## src/rtl/alu_pkg.sv

```systemverilog
package alu_pkg;
  // Packed so that the first member is bit 7 of the control byte.
  typedef struct packed {
    logic sll8;
    logic sra1;
    logic fn_hi;
    logic fn_lo;
    logic ena;
    logic enb;
    logic inva;
    logic cin;
  } alu_ctrl_t;

  typedef enum logic [1:0] {
    FN_AND  = 2'b00,
    FN_OR   = 2'b01,
    FN_NOTB = 2'b10,
    FN_ADD  = 2'b11
  } alu_fn_e;
endpackage

```

## src/rtl/alu_operand_gate.sv

```systemverilog
module alu_operand_gate #(
  parameter int W = 32
) (
  input  logic [W-1:0] a_raw,
  input  logic [W-1:0] b_raw,
  input  logic         ena,
  input  logic         enb,
  input  logic         inva,
  output logic [W-1:0] a_op,
  output logic [W-1:0] b_op
);
  logic [W-1:0] a_gated;

  always_comb begin
    a_gated = ena ? a_raw : '0;
    a_op    = inva ? ~a_gated : a_gated;
    b_op    = enb ? b_raw : '0;
  end
endmodule

```

## src/rtl/alu_core.sv

```systemverilog
module alu_core
  import alu_pkg::*;
#(
  parameter int W = 32
) (
  input  logic [W-1:0] a_op,
  input  logic [W-1:0] b_op,
  input  alu_fn_e      fn,
  input  logic         cin,
  output logic [W-1:0] y
);
  always_comb begin
    unique case (fn)
      FN_AND:  y = a_op & b_op;
      FN_OR:   y = a_op | b_op;
      FN_NOTB: y = ~b_op;
      default: y = a_op + b_op + {{(W-1){1'b0}}, cin};
    endcase
  end
endmodule

```

## src/rtl/alu_shifter.sv

```systemverilog
module alu_shifter #(
  parameter int W      = 32,
  parameter int LSHIFT = 8
) (
  input  logic [W-1:0] d,
  input  logic         sll,
  input  logic         sra,
  output logic [W-1:0] q
);
  always_comb begin
    if (sll)      q = d << LSHIFT;
    else if (sra) q = {d[W-1], d[W-1:1]};
    else          q = d;
  end
endmodule

```

## src/rtl/gated_alu_shift.sv

```systemverilog
module gated_alu_shift
  import alu_pkg::*;
#(
  parameter int WIDTH  = 32,
  parameter int LSHIFT = 8
) (
  input  logic             clk,
  input  logic             rst,
  input  logic [7:0]       ctrl,
  input  logic [WIDTH-1:0] a_in,
  input  logic [WIDTH-1:0] b_in,
  output logic [WIDTH-1:0] res_q,
  output logic             neg_q,
  output logic             zero_q
);
  alu_ctrl_t        c;
  logic [WIDTH-1:0] a_op, b_op, alu_y, shifted;

  assign c = alu_ctrl_t'(ctrl);

  alu_operand_gate #(.W(WIDTH)) u_gate (
    .a_raw(a_in), .b_raw(b_in), .ena(c.ena), .enb(c.enb), .inva(c.inva),
    .a_op(a_op), .b_op(b_op)
  );

  alu_core #(.W(WIDTH)) u_core (
    .a_op(a_op), .b_op(b_op), .fn(alu_fn_e'({c.fn_hi, c.fn_lo})),
    .cin(c.cin), .y(alu_y)
  );

  alu_shifter #(.W(WIDTH), .LSHIFT(LSHIFT)) u_shift (
    .d(alu_y), .sll(c.sll8), .sra(c.sra1), .q(shifted)
  );

  always_ff @(posedge clk) begin
    if (rst) begin
      res_q  <= '0;
      neg_q  <= 1'b0;
      zero_q <= 1'b0;
    end else begin
      res_q  <= shifted;
      neg_q  <= alu_y[WIDTH-1];
      zero_q <= (alu_y == '0);
    end
  end
endmodule

```

## config.mk

```make
export PLATFORM = sky130hd
export DESIGN_NAME = gated_alu_shift
export DESIGN_NICKNAME = d
export VERILOG_FILES = /design/src/rtl/alu_pkg.sv /design/src/rtl/alu_operand_gate.sv /design/src/rtl/alu_core.sv /design/src/rtl/alu_shifter.sv /design/src/rtl/gated_alu_shift.sv
export SDC_FILE = /design/constraint.sdc
export NUM_CORES = 1
export LEC_CHECK = 0
export ABC_AREA = 1
export ABC_CLOCK_PERIOD_IN_PS = 3720
export BUFFER_PORTS_ARGS = -buffer_cell sky130_fd_sc_hd__buf_2
export CAP_MARGIN = 10
export CORE_UTILIZATION = 42
export CTS_BUF_LIST = sky130_fd_sc_hd__clkbuf_8
export CTS_CLUSTER_DIAMETER = 80
export DETAILED_ROUTE_END_ITERATION = 7
export PLACE_DENSITY = 0.61
export SYNTH_ARGS = -nofsm -noshare
export SYNTH_HDL_FRONTEND = slang
export SYNTH_HIERARCHICAL = 1
export SYNTH_SLANG_ARGS = --single-unit
```

## constraint.sdc

```tcl
create_clock -name clk -period 3.72 [get_ports clk]
set_clock_uncertainty 0.15 [all_clocks]
set_input_delay 0.558 -clock clk [delete_from_list [all_inputs] [get_ports clk]]
set_output_delay 0.558 -clock clk [all_outputs]
set_load 0.005 [all_outputs]
```

==> results of run 1 <==
-- cells in the final DEF, fill, tap and decap left out, drive strengths merged, types with 2 or more instances in the layout --
master   instances
nand3           83
fa               2
xor2            10
nand2          527
o2111ai          4
o22ai           28
nor3             5
buf            123
xnor2            2
inv            279
dfxtp           34
a21oi           49
nor2           112
ha              64
o21ai           16
clkbuf           8
nand4            2
-- sequential cells by signal, summed over array words and instances (netlist names) --
register  flops
neg_q         1
res_q        32
zero_q        1
-- routing by layer --
metal  track usage (%)  part of all wire, %  up-vias  wire length (microns)
met5                 0                    0        -                      0
met4              4.59                 0.82        0                    153
met3              1.27                  5.3       10                    994
met2              40.8                   43      184                   8130
met1              34.8                   51     3163                   9490
li1                  -                    -     3930                      -
-- where the power goes --
part / leakage (uW) / internal (uW) / switching [uW]
clock: 0.0000575 / 187 / 119
combinational: 0.00444 / 331 / 623
sequential: 0.000281 / 395 / 5.79
-- area by class of cell --
class	count	area, sq um
Fill cell	1702	7630
Multi-Input combinational cell	908	4400
Inverter	279	1050
Sequential cell	34	681
Timing Repair Buffer	123	656
Tap cell	184	230
Clock buffer	8	110
-- worst max-delay path: cells and delay by family --
family / cells / cell delay, ps
simple gates: 17 / 1630
compound gates: 1 / 160
fa+ha+maj: 1 / 380
buf+inv: 4 / 610
-- cell usage after synthesis (all sizes together), types with 2 or more instances --
master / count
dfxtp: 34
inv: 279
buf: 38
xor2: 10
o22ai: 28
o2111ai: 4
nor3: 5
o21ai: 16
ha: 64
a21oi: 49
clkbuf: 7
xnor2: 2
nand2: 527
nand4: 2
fa: 2
nand3: 83
nor2: 112
-- kinds of logic (layout without fill, tap and decap cells) --
group,Yosys count,count (layout),share of synthesized area (%)
DFF,34,34,10.6
buffers and inverters,324,410,21.0
adders and majority gates,66,66,13.1
xor gates and xnor gates,12,12,1.64
and+or+nand+nor,730,730,45.0
AOI/OAI and AO/OA,100,100,8.66
-- metrics by stage --
step / cell area [sq um] / setup WS [ps] / power [uW]
2_1_floorplan: 6430 / 478 / 1090
3_3_place_gp: 7020 / 236 / 1350
3_5_place_dp: 7020 / 116 / 1360
4_1_cts: 7130 / 406 / 1660
5_1_grt: 7130 / 116 / 1820
6_report: 7130 / 464 / 1660
-- worst paths after layout --
| check | startpoint | to | slack (ps) | cells after the start |
|---|---|---|---|---|
| worst min-delay path | rst | res_q[30]$_SDFF_PP0_ | 610 | 2 |
| worst max-delay path | ctrl[3] | zero_q$_SDFF_PP0_ | 460 | 23 |
==> flow_summary_export.csv, run 1 <==
group,metric,value,unit
run_status,status,"finished clean",
clock_tree,clock_path_buffers,2,
drt,drtIter0Drc,589,
timing,slew_headroom,50.5,%
global_route,grt_max_degree,41,
power_and_ir_drop,powerDensity,233,nW/um^2
clock_tree,clockRootBuffer,"clkbuf_8",
clock_tree,cts_tree,"done",
synth,avgSynthCellArea,5.08,sq um
timing,worst_slew_pin_slew,742,ps
synth,seq_area_frac_synth,10.6,%
setup_path,path_cells,"buf_2 -> buf_4 -> nand3_1 -> nand2_1 -> inv_1 -> ha_1 -> nand2_1 -> inv_1 -> nand2_1 -> nand2_1 -> a21oi_1 -> nand2_2 -> nand2_1 -> nand2_1 -> nand2_1 -> nand2_1 -> nand2_1 -> nand2_1 -> nor2_1 -> nand2_1 -> nor2_1 -> nand3_1 -> nor2_1",
layout,utilization,48.3,%
drt,wl_per_cell,12.2,microns
floorplan,initial_core_util,43.6,%
min_path,hp-class,"in -> reg",
layout,fin_cells,1536,
placement,gp_congestion,0.951,
placement,io_buffer_count,107,
clock_tree,clkSinkCount,34,
layout,drive_gt1_share,10.9,%
global_route,track_usage,24.4,%
floorplan,die_y,126,microns
timing,rsz0062_at_grt,"false",
placement,dpl.hpwl,15900,microns
setup_path,cp_slowest_cell,"ha_1",
timing,fin_crit,3260,ps
floorplan,fp.dieW,126,microns
floorplan,dieArea,15800,sq um
clock_tree,htree_levels,2,
synth,synth_cells,1266,
setup_path,slowest_delay,380,ps
floorplan,io_pins,108,
synth,synth_top_flop_cell,"dfxtp_1",
timing,setup_tns,0,ps
synth,yosysTopAreaCell,"nand2_1",
synth,async_flop_share,0,%
synth,netlist_top_cells_area,"nand2_1, inv_1, ha_1, dfxtp_1, nor2_1",
timing,max_freq,0.307,GHz
placement,dp_cells,1528,
drt,drt_pass1_iterations,5,
synth,synth_seq_cells,34,
timing,fin_hold_ws,606,ps
power_and_ir_drop,ir_drop,144,uV
drt,routed_wl,18800,microns
layout,area_growth,10.9,%
setup_path,crit_path_frequent_cell,"nand2_1",
drt,routed-via-count,7287,
layout,diodes,0,
global_route,overflow,0,
synth,synth_cell_types,29,
setup_path,crit_path_start_kind,"primary input",
drt,via_per_inst,4.74,
drt,ant_nets,0,
global_route,grt_pass1_wl,31400,microns
timing,final_max_slew_viol_count,0,
clock_tree,cts_setup_buffers,0,
setup_path,worstPathArrival,3330,ps
synth,synth_area,6430,sq um
global_route,grt_pass1_vias,6534,
drt,drc,0,
clock_tree,holdBufCountCts,0,
global_route,antenna_found_initial,0,
setup_path,crit_type,"in -> reg",
setup_path,end_kind,"flip-flop",
synth,yosys_warnings,6,
clock_tree,cts_resized,0,
setup_path,path_max_fanout,40,
timing,setup_viol,0,
timing,hold_viol,0,
clock_tree,cts_buffers,5,
synth,synth_top_area_share,30.3,%
floorplan,rows,44,
synth,synth_nets,1406,
power_and_ir_drop,leakage,0.00477,uW
setup_path,required,3790,ps
timing,period_share,87.5,%
clock_tree,path_clk_slew,70,ps
layout,layout.nets,1491,
floorplan,core,14800,sq um
run,maxCapViolCount,0,
synth,synth_edf_count,0,
Note: power is estimated with default switching activity, not from simulation.
==> run 2: changes to the inputs <==
--- a/config.mk
+++ b/config.mk
@@ -9,9 +9,9 @@
 export ABC_CLOCK_PERIOD_IN_PS = 3720
 export BUFFER_PORTS_ARGS = -buffer_cell sky130_fd_sc_hd__buf_2
 export CAP_MARGIN = 10
+export CORE_MARGIN = 2
 export CORE_UTILIZATION = 42
 export CTS_BUF_LIST = sky130_fd_sc_hd__clkbuf_8
-export CTS_CLUSTER_DIAMETER = 80
 export DETAILED_ROUTE_END_ITERATION = 7
 export PLACE_DENSITY = 0.61
 export SYNTH_ARGS = -nofsm -noshare
==> flow_summary_export.csv, run 2 (synthesis gave the netlist of run 1 again) <==
group,metric,value,unit
run_status,status,"finished clean",
power_and_ir_drop,pwr-share-comb,59.1,%
setup_path,slowest_delay,520,ps
floorplan,io_pins,108,
timing,period_share,86.3,%
floorplan,rows,45,
power_and_ir_drop,powerDensity,227,nW/um^2
clock_tree,htree_levels,2,
global_route,grt_max_degree,43,
clock_tree,clkSinkCount,34,
drt,routed_wl,18900,microns
drt,wl_per_cell,12.3,microns
drt,routed-via-count,7137,
drt,drc,0,
layout,seq_area,681,sq um
setup_path,path_cells,"buf_2 -> inv_4 -> nand3_1 -> nand2_1 -> fa_1 -> fa_1 -> nand3_1 -> nand3_1 -> nand2_1 -> nand2_2 -> nand2_1 -> nand2_1 -> xnor2_1 -> o21ai_0 -> inv_1 -> nand2_1 -> nand3_1 -> nand2_1 -> inv_1 -> nor2_1",
clock_tree,holdBufCountCts,0,
setup_path,crit_type,"in -> reg",
setup_path,crit_path_start_kind,"primary input",
setup_path,crit_path_frequent_cell,"nand2_1",
drt,via_per_inst,4.65,
layout,final_common_cell,"nand2_1",
layout,fin_cells,1536,
power_and_ir_drop,pwr-share-clk,16.0,%
timing,fin_hold_ws,599,ps
power_and_ir_drop,ir_drop,174,uV
setup_path,worstPathArrival,3290,ps
power_and_ir_drop,p_int,851,uW
global_route,grt_pass1_vias,6412,
clock_tree,path_clk_slew,80,ps
setup_path,crit_end,"res_q[15]$_SDFF_PP0_",
timing,setup_viol,0,
setup_path,cp-startpoint,"ctrl[1]",
global_route,track_usage,23.4,%
layout,nFillCells,1792,
drt,ant_nets,0,
layout,multiInputGateArea,4400,sq um
power_and_ir_drop,leakage,0.00475,uW
floorplan,dieArea,16300,sq um
clock_tree,cts_resized,0,
power_and_ir_drop,power_switching,759,uW
drt,drtIter0Drc,464,
power_and_ir_drop,p_sw_share,47.1,%
clock_tree,clockRootBuffer,"clkbuf_8",
layout,drive_gt1_share,10.7,%
floorplan,die_y,128,microns
run,maxCapViolCount,0,
clock_tree,cts_buffers,5,
layout,largest_reg_flops,32,
global_route,antenna_found_initial,0,
timing,rsz0062_at_grt,"false",
power_and_ir_drop,seq_power_share,25.0,%
timing,worst_slew_pin_slew,718,ps
clock_tree,cts_setup_buffers,0,
min_path,worstHoldPathCells,2,
setup_path,path_max_fanout,12,
timing,slew_headroom,52.0,%
timing,fin_crit,3210,ps
drt,drt_pass1_iterations,5,
global_route,overflow,0,
placement,io_buffer_count,107,
layout,top_register,"res_q",
setup_path,required,3800,ps
floorplan,initial_core_util,42.6,%
setup_path,cp_slowest_cell,"fa_1",
floorplan,fp.dieW,128,microns
timing,max_freq,0.311,GHz
timing,final_max_slew_viol_count,0,
min_path,hp-class,"in -> reg",
floorplan,core,15100,sq um
placement,gp_congestion,0.918,
layout,top_regs,"res_q x32, neg_q x1, zero_q x1",
timing,setup_tns,0,ps
clock_tree,cts_tree,"done",
placement,dpl.hpwl,15800,microns
layout,utilization,47.0,%
layout,area_growth,10.3,%
setup_path,end_kind,"flip-flop",
clock_tree,clock_path_buffers,2,
layout,layout.nets,1488,
placement,dp_cells,1529,
layout,final_cell_mix,"nand2_1, inv_1, nor2_1",
layout,diodes,0,
timing,setup_ws,509,ps
timing,hold_viol,0,
placement,place_ws,227,ps
global_route,grt_pass1_wl,31200,microns
## run 2: layer usage
layer	up-vias	wire, microns	part of all wire, %	global-route usage, %
met2	166	8060	43	38.5
met4	0	160	0.85	3.36
met3	10	1100	5.8	2.34
met5	-	0	0	0
li1	3914	-	-	-
met1	3047	9560	51	33.8
## run 2: stage by stage
| step | instance area (sq um) | total power, uW |
|---|---|---|
| 6_report | 7090 | 1610 |
| 5_1_grt | 7090 | 1770 |
| 4_1_cts | 7090 | 1610 |
| 3_5_place_dp | 7010 | 1350 |
| 3_3_place_gp | 7010 | 1350 |
| 2_1_floorplan | 6430 | 1090 |
## run 2: worst max-delay path, delay by kind of cell
kind / cells / cell delay (ps)
AO/OA/AOI/OAI: 1 / 280
XOR/XNOR: 1 / 130
adder cells (fa/ha/maj): 2 / 980
AND/OR/NAND/NOR: 12 / 1010
buffers and inverters: 4 / 320
## run 2: power by group through the flow
stage	Combinational (uW)	Clock, uW	Sequential (uW)
2_1_floorplan	676	0	416
3_3_place_gp	936	0	411
3_5_place_dp	943	0	410
4_1_cts	945	264	402
5_1_grt	1090	274	405
6_report	951	257	402
## run 2: how the worst min path moves through the flow
stage | startpoint | endpoint | slack (ps)
floorplan | rst | res_q[30]$_SDFF_PP0_ | 580
global placement | res_q[25]$_SDFF_PP0_ | res_q[25] | 780
CTS | rst | res_q[11]$_SDFF_PP0_ | 600
finish | rst | res_q[5]$_SDFF_PP0_ | 600
global route | rst | res_q[11]$_SDFF_PP0_ | 640
detailed placement | res_q[22]$_SDFF_PP0_ | res_q[22] | 780
## run 2: final cells by class
class / count / share of cell area [%]
Tap cell: 188 / 3.32
Inverter: 279 / 14.8
Clock inverter: 2 / 0.141
Clock buffer: 5 / 0.971
Timing Repair Buffer: 120 / 9.11
Sequential cell: 34 / 9.60
Multi-Input combinational cell: 908 / 62.1
==> run 3: changes to the inputs <==
--- a/config.mk
+++ b/config.mk
@@ -10,10 +10,10 @@
 export BUFFER_PORTS_ARGS = -buffer_cell sky130_fd_sc_hd__buf_2
 export CAP_MARGIN = 10
 export CORE_MARGIN = 2
-export CORE_UTILIZATION = 42
+export CORE_UTILIZATION = 35
 export CTS_BUF_LIST = sky130_fd_sc_hd__clkbuf_8
 export DETAILED_ROUTE_END_ITERATION = 7
-export PLACE_DENSITY = 0.61
+export PLACE_DENSITY = 0.53
 export SYNTH_ARGS = -nofsm -noshare
 export SYNTH_HDL_FRONTEND = slang
 export SYNTH_HIERARCHICAL = 1
==> flow_summary_export.csv, run 3 (synthesis gave the netlist of run 1 again) <==
group,metric,value,unit
drt,drc,0,
timing,max_freq,0.298,GHz
drt,drt_pass1_iterations,7,
min_path,hold_start,"rst",
timing,hold_viol,0,
drt,routed_wl,19400,microns
min_path,worstHoldPathCells,2,
clock_tree,holdBufCountCts,0,
global_route,overflow,0,
timing,setup_viol,0,
floorplan,initial_core_util,35.8,%
global_route,track_usage,19.7,%
floorplan,dieArea,19500,sq um
placement,placed_area,7080,sq um
drt,wl_per_cell,12.3,microns
drt,ant_nets,0,
timing,slew_headroom,51.0,%
floorplan,core,18000,sq um
layout,final_cell_area,7180,sq um
layout,area_growth,11.7,%
layout,utilization,40.0,%
placement,dp_cells,1571,
floorplan,rows,49,
floorplan,io_pins,108,
layout,nFillCells,2119,
clock_tree,clock_path_buffers,2,
setup_path,worstPathArrival,3360,ps
global_route,grt_max_degree,46,
power_and_ir_drop,leakage,0.00477,uW
clock_tree,cts_resized,0,
floorplan,die_y,140,microns
power_and_ir_drop,seq_power_share,24.5,%
layout,top_register,"res_q",
run_status,status,"finished clean",
clock_tree,htree_levels,2,
layout,multiInputGateArea,4400,sq um
layout,seq_area,681,sq um
timing,worst_slew_pin_slew,727,ps
timing,fin_crit,3360,ps
placement,io_buffer_count,107,
power_and_ir_drop,power_switching,763,uW
setup_path,end_kind,"flip-flop",
clock_tree,cts_buffers,5,
layout,top_regs,"res_q x32, neg_q x1, zero_q x1",
layout,drive_gt1_share,10.7,%
power_and_ir_drop,pwr-share-comb,58.4,%
timing,fin_hold_ws,615,ps
global_route,antenna_found_initial,0,
clock_tree,clockRootBuffer,"clkbuf_8",
placement,gp_congestion,0.921,
timing,setup_ws,359,ps
layout,final_cell_mix,"nand2_1, inv_1, nor2_1",
timing,period_share,90.3,%
layout,diodes,0,
clock_tree,cts_tree,"done",
timing,rsz0062_at_grt,"false",
floorplan,fp.dieW,140,microns
run,maxCapViolCount,0,
layout,largest_reg_flops,32,
placement,place_ws,-30.5,ps
layout,layout.nets,1489,
power_and_ir_drop,p_int,875,uW
drt,via_per_inst,4.56,
timing,final_max_slew_viol_count,0,
power_and_ir_drop,ir_drop,256,uV
global_route,grt_pass1_wl,32000,microns
clock_tree,clkSinkCount,34,
min_path,hp-class,"in -> reg",
layout,final_common_cell,"nand2_1",
setup_path,crit_type,"in -> reg",
power_and_ir_drop,powerDensity,228,nW/um^2
power_and_ir_drop,pwr-share-clk,17.1,%
layout,fin_cells,1579,
clock_tree,cts_setup_buffers,0,
clock_tree,path_clk_slew,70,ps
placement,dpl.hpwl,16400,microns
setup_path,required,3720,ps
power_and_ir_drop,p_sw_share,46.6,%
setup_path,path_max_fanout,13,
drt,drtIter0Drc,374,
setup_path,crit_path_start_kind,"primary input",
global_route,grt_pass1_vias,6520,
min_path,whs_endpoint,"res_q[26]$_SDFF_PP0_",
drt,routed-via-count,7206,
## run 3: cell types whose count changed in the layout (fill, tap and decap cells not counted), sizes merged
cell,before,now
clkinv,2,1
inv,279,280
clkbuf,5,7
## run 3: power by group through the flow
stage	logic, uW	clock network (uW)	registers, uW
after floorplan	676	0	416
after global placement	949	0	411
after global routing	1100	302	403
after CTS	959	291	401
final	957	280	401
after detailed placement	956	0	410
## run 3: cell type report
class / instances / share of cell area [%]
multi-input combinational: 908 / 61.3
sequential: 34 / 9.48
clock inverter: 2 / 0.122
inverter: 279 / 14.6
clock buffer: 6 / 1.15
timing repair buffer: 121 / 9.31
tap: 229 / 3.99
## run 3: stage by stage
step / TNS, ps / total power, uW
2_1_floorplan: 0 / 1090
3_3_place_gp: 0 / 1360
3_5_place_dp: -90.4 / 1370
4_1_cts: 0 / 1650
5_1_grt: 0 / 1800
6_report: 0 / 1640
## run 3: worst max path at each step
stage               startpoint                   end
detailed placement     ctrl[1]  res_q[15]$_SDFF_PP0_
global route           ctrl[1]  res_q[19]$_SDFF_PP0_
finish                 ctrl[1]  res_q[19]$_SDFF_PP0_
global placement       ctrl[1]  res_q[15]$_SDFF_PP0_
CTS                    ctrl[1]  res_q[16]$_SDFF_PP0_
floorplan              ctrl[3]  res_q[15]$_SDFF_PP0_
## run 3: worst max-delay path: stages
cell      delay (ps)
clkbuf_4         210
inv_4            100
nand3_1           80
nand2_1          120
fa_1             510
fa_1             460
nand3_1          140
nand3_1          100
nand2_1           80
nand2_2           60
nand2_1           80
nand2_2           70
nand2_1           80
nand2_1           60
nand2_1           60
nand2_1           50
nand2_1           50
nand2_1          100
inv_1             90
nand2_1           50
nand3_1          100
nand2_1           60
inv_1             50
nor2_1            30
## run 3: metal layers
| metal | wire length, microns | up-vias | GRT usage [%] |
|---|---|---|---|
| met5 | 0 | - | 0 |
| met3 | 818 | 7 | 1.03 |
| met4 | 114 | 0 | 2.87 |
| li1 | - | 3921 | - |
| met2 | 8520 | 145 | 32.3 |
| met1 | 9980 | 3133 | 29.2 |
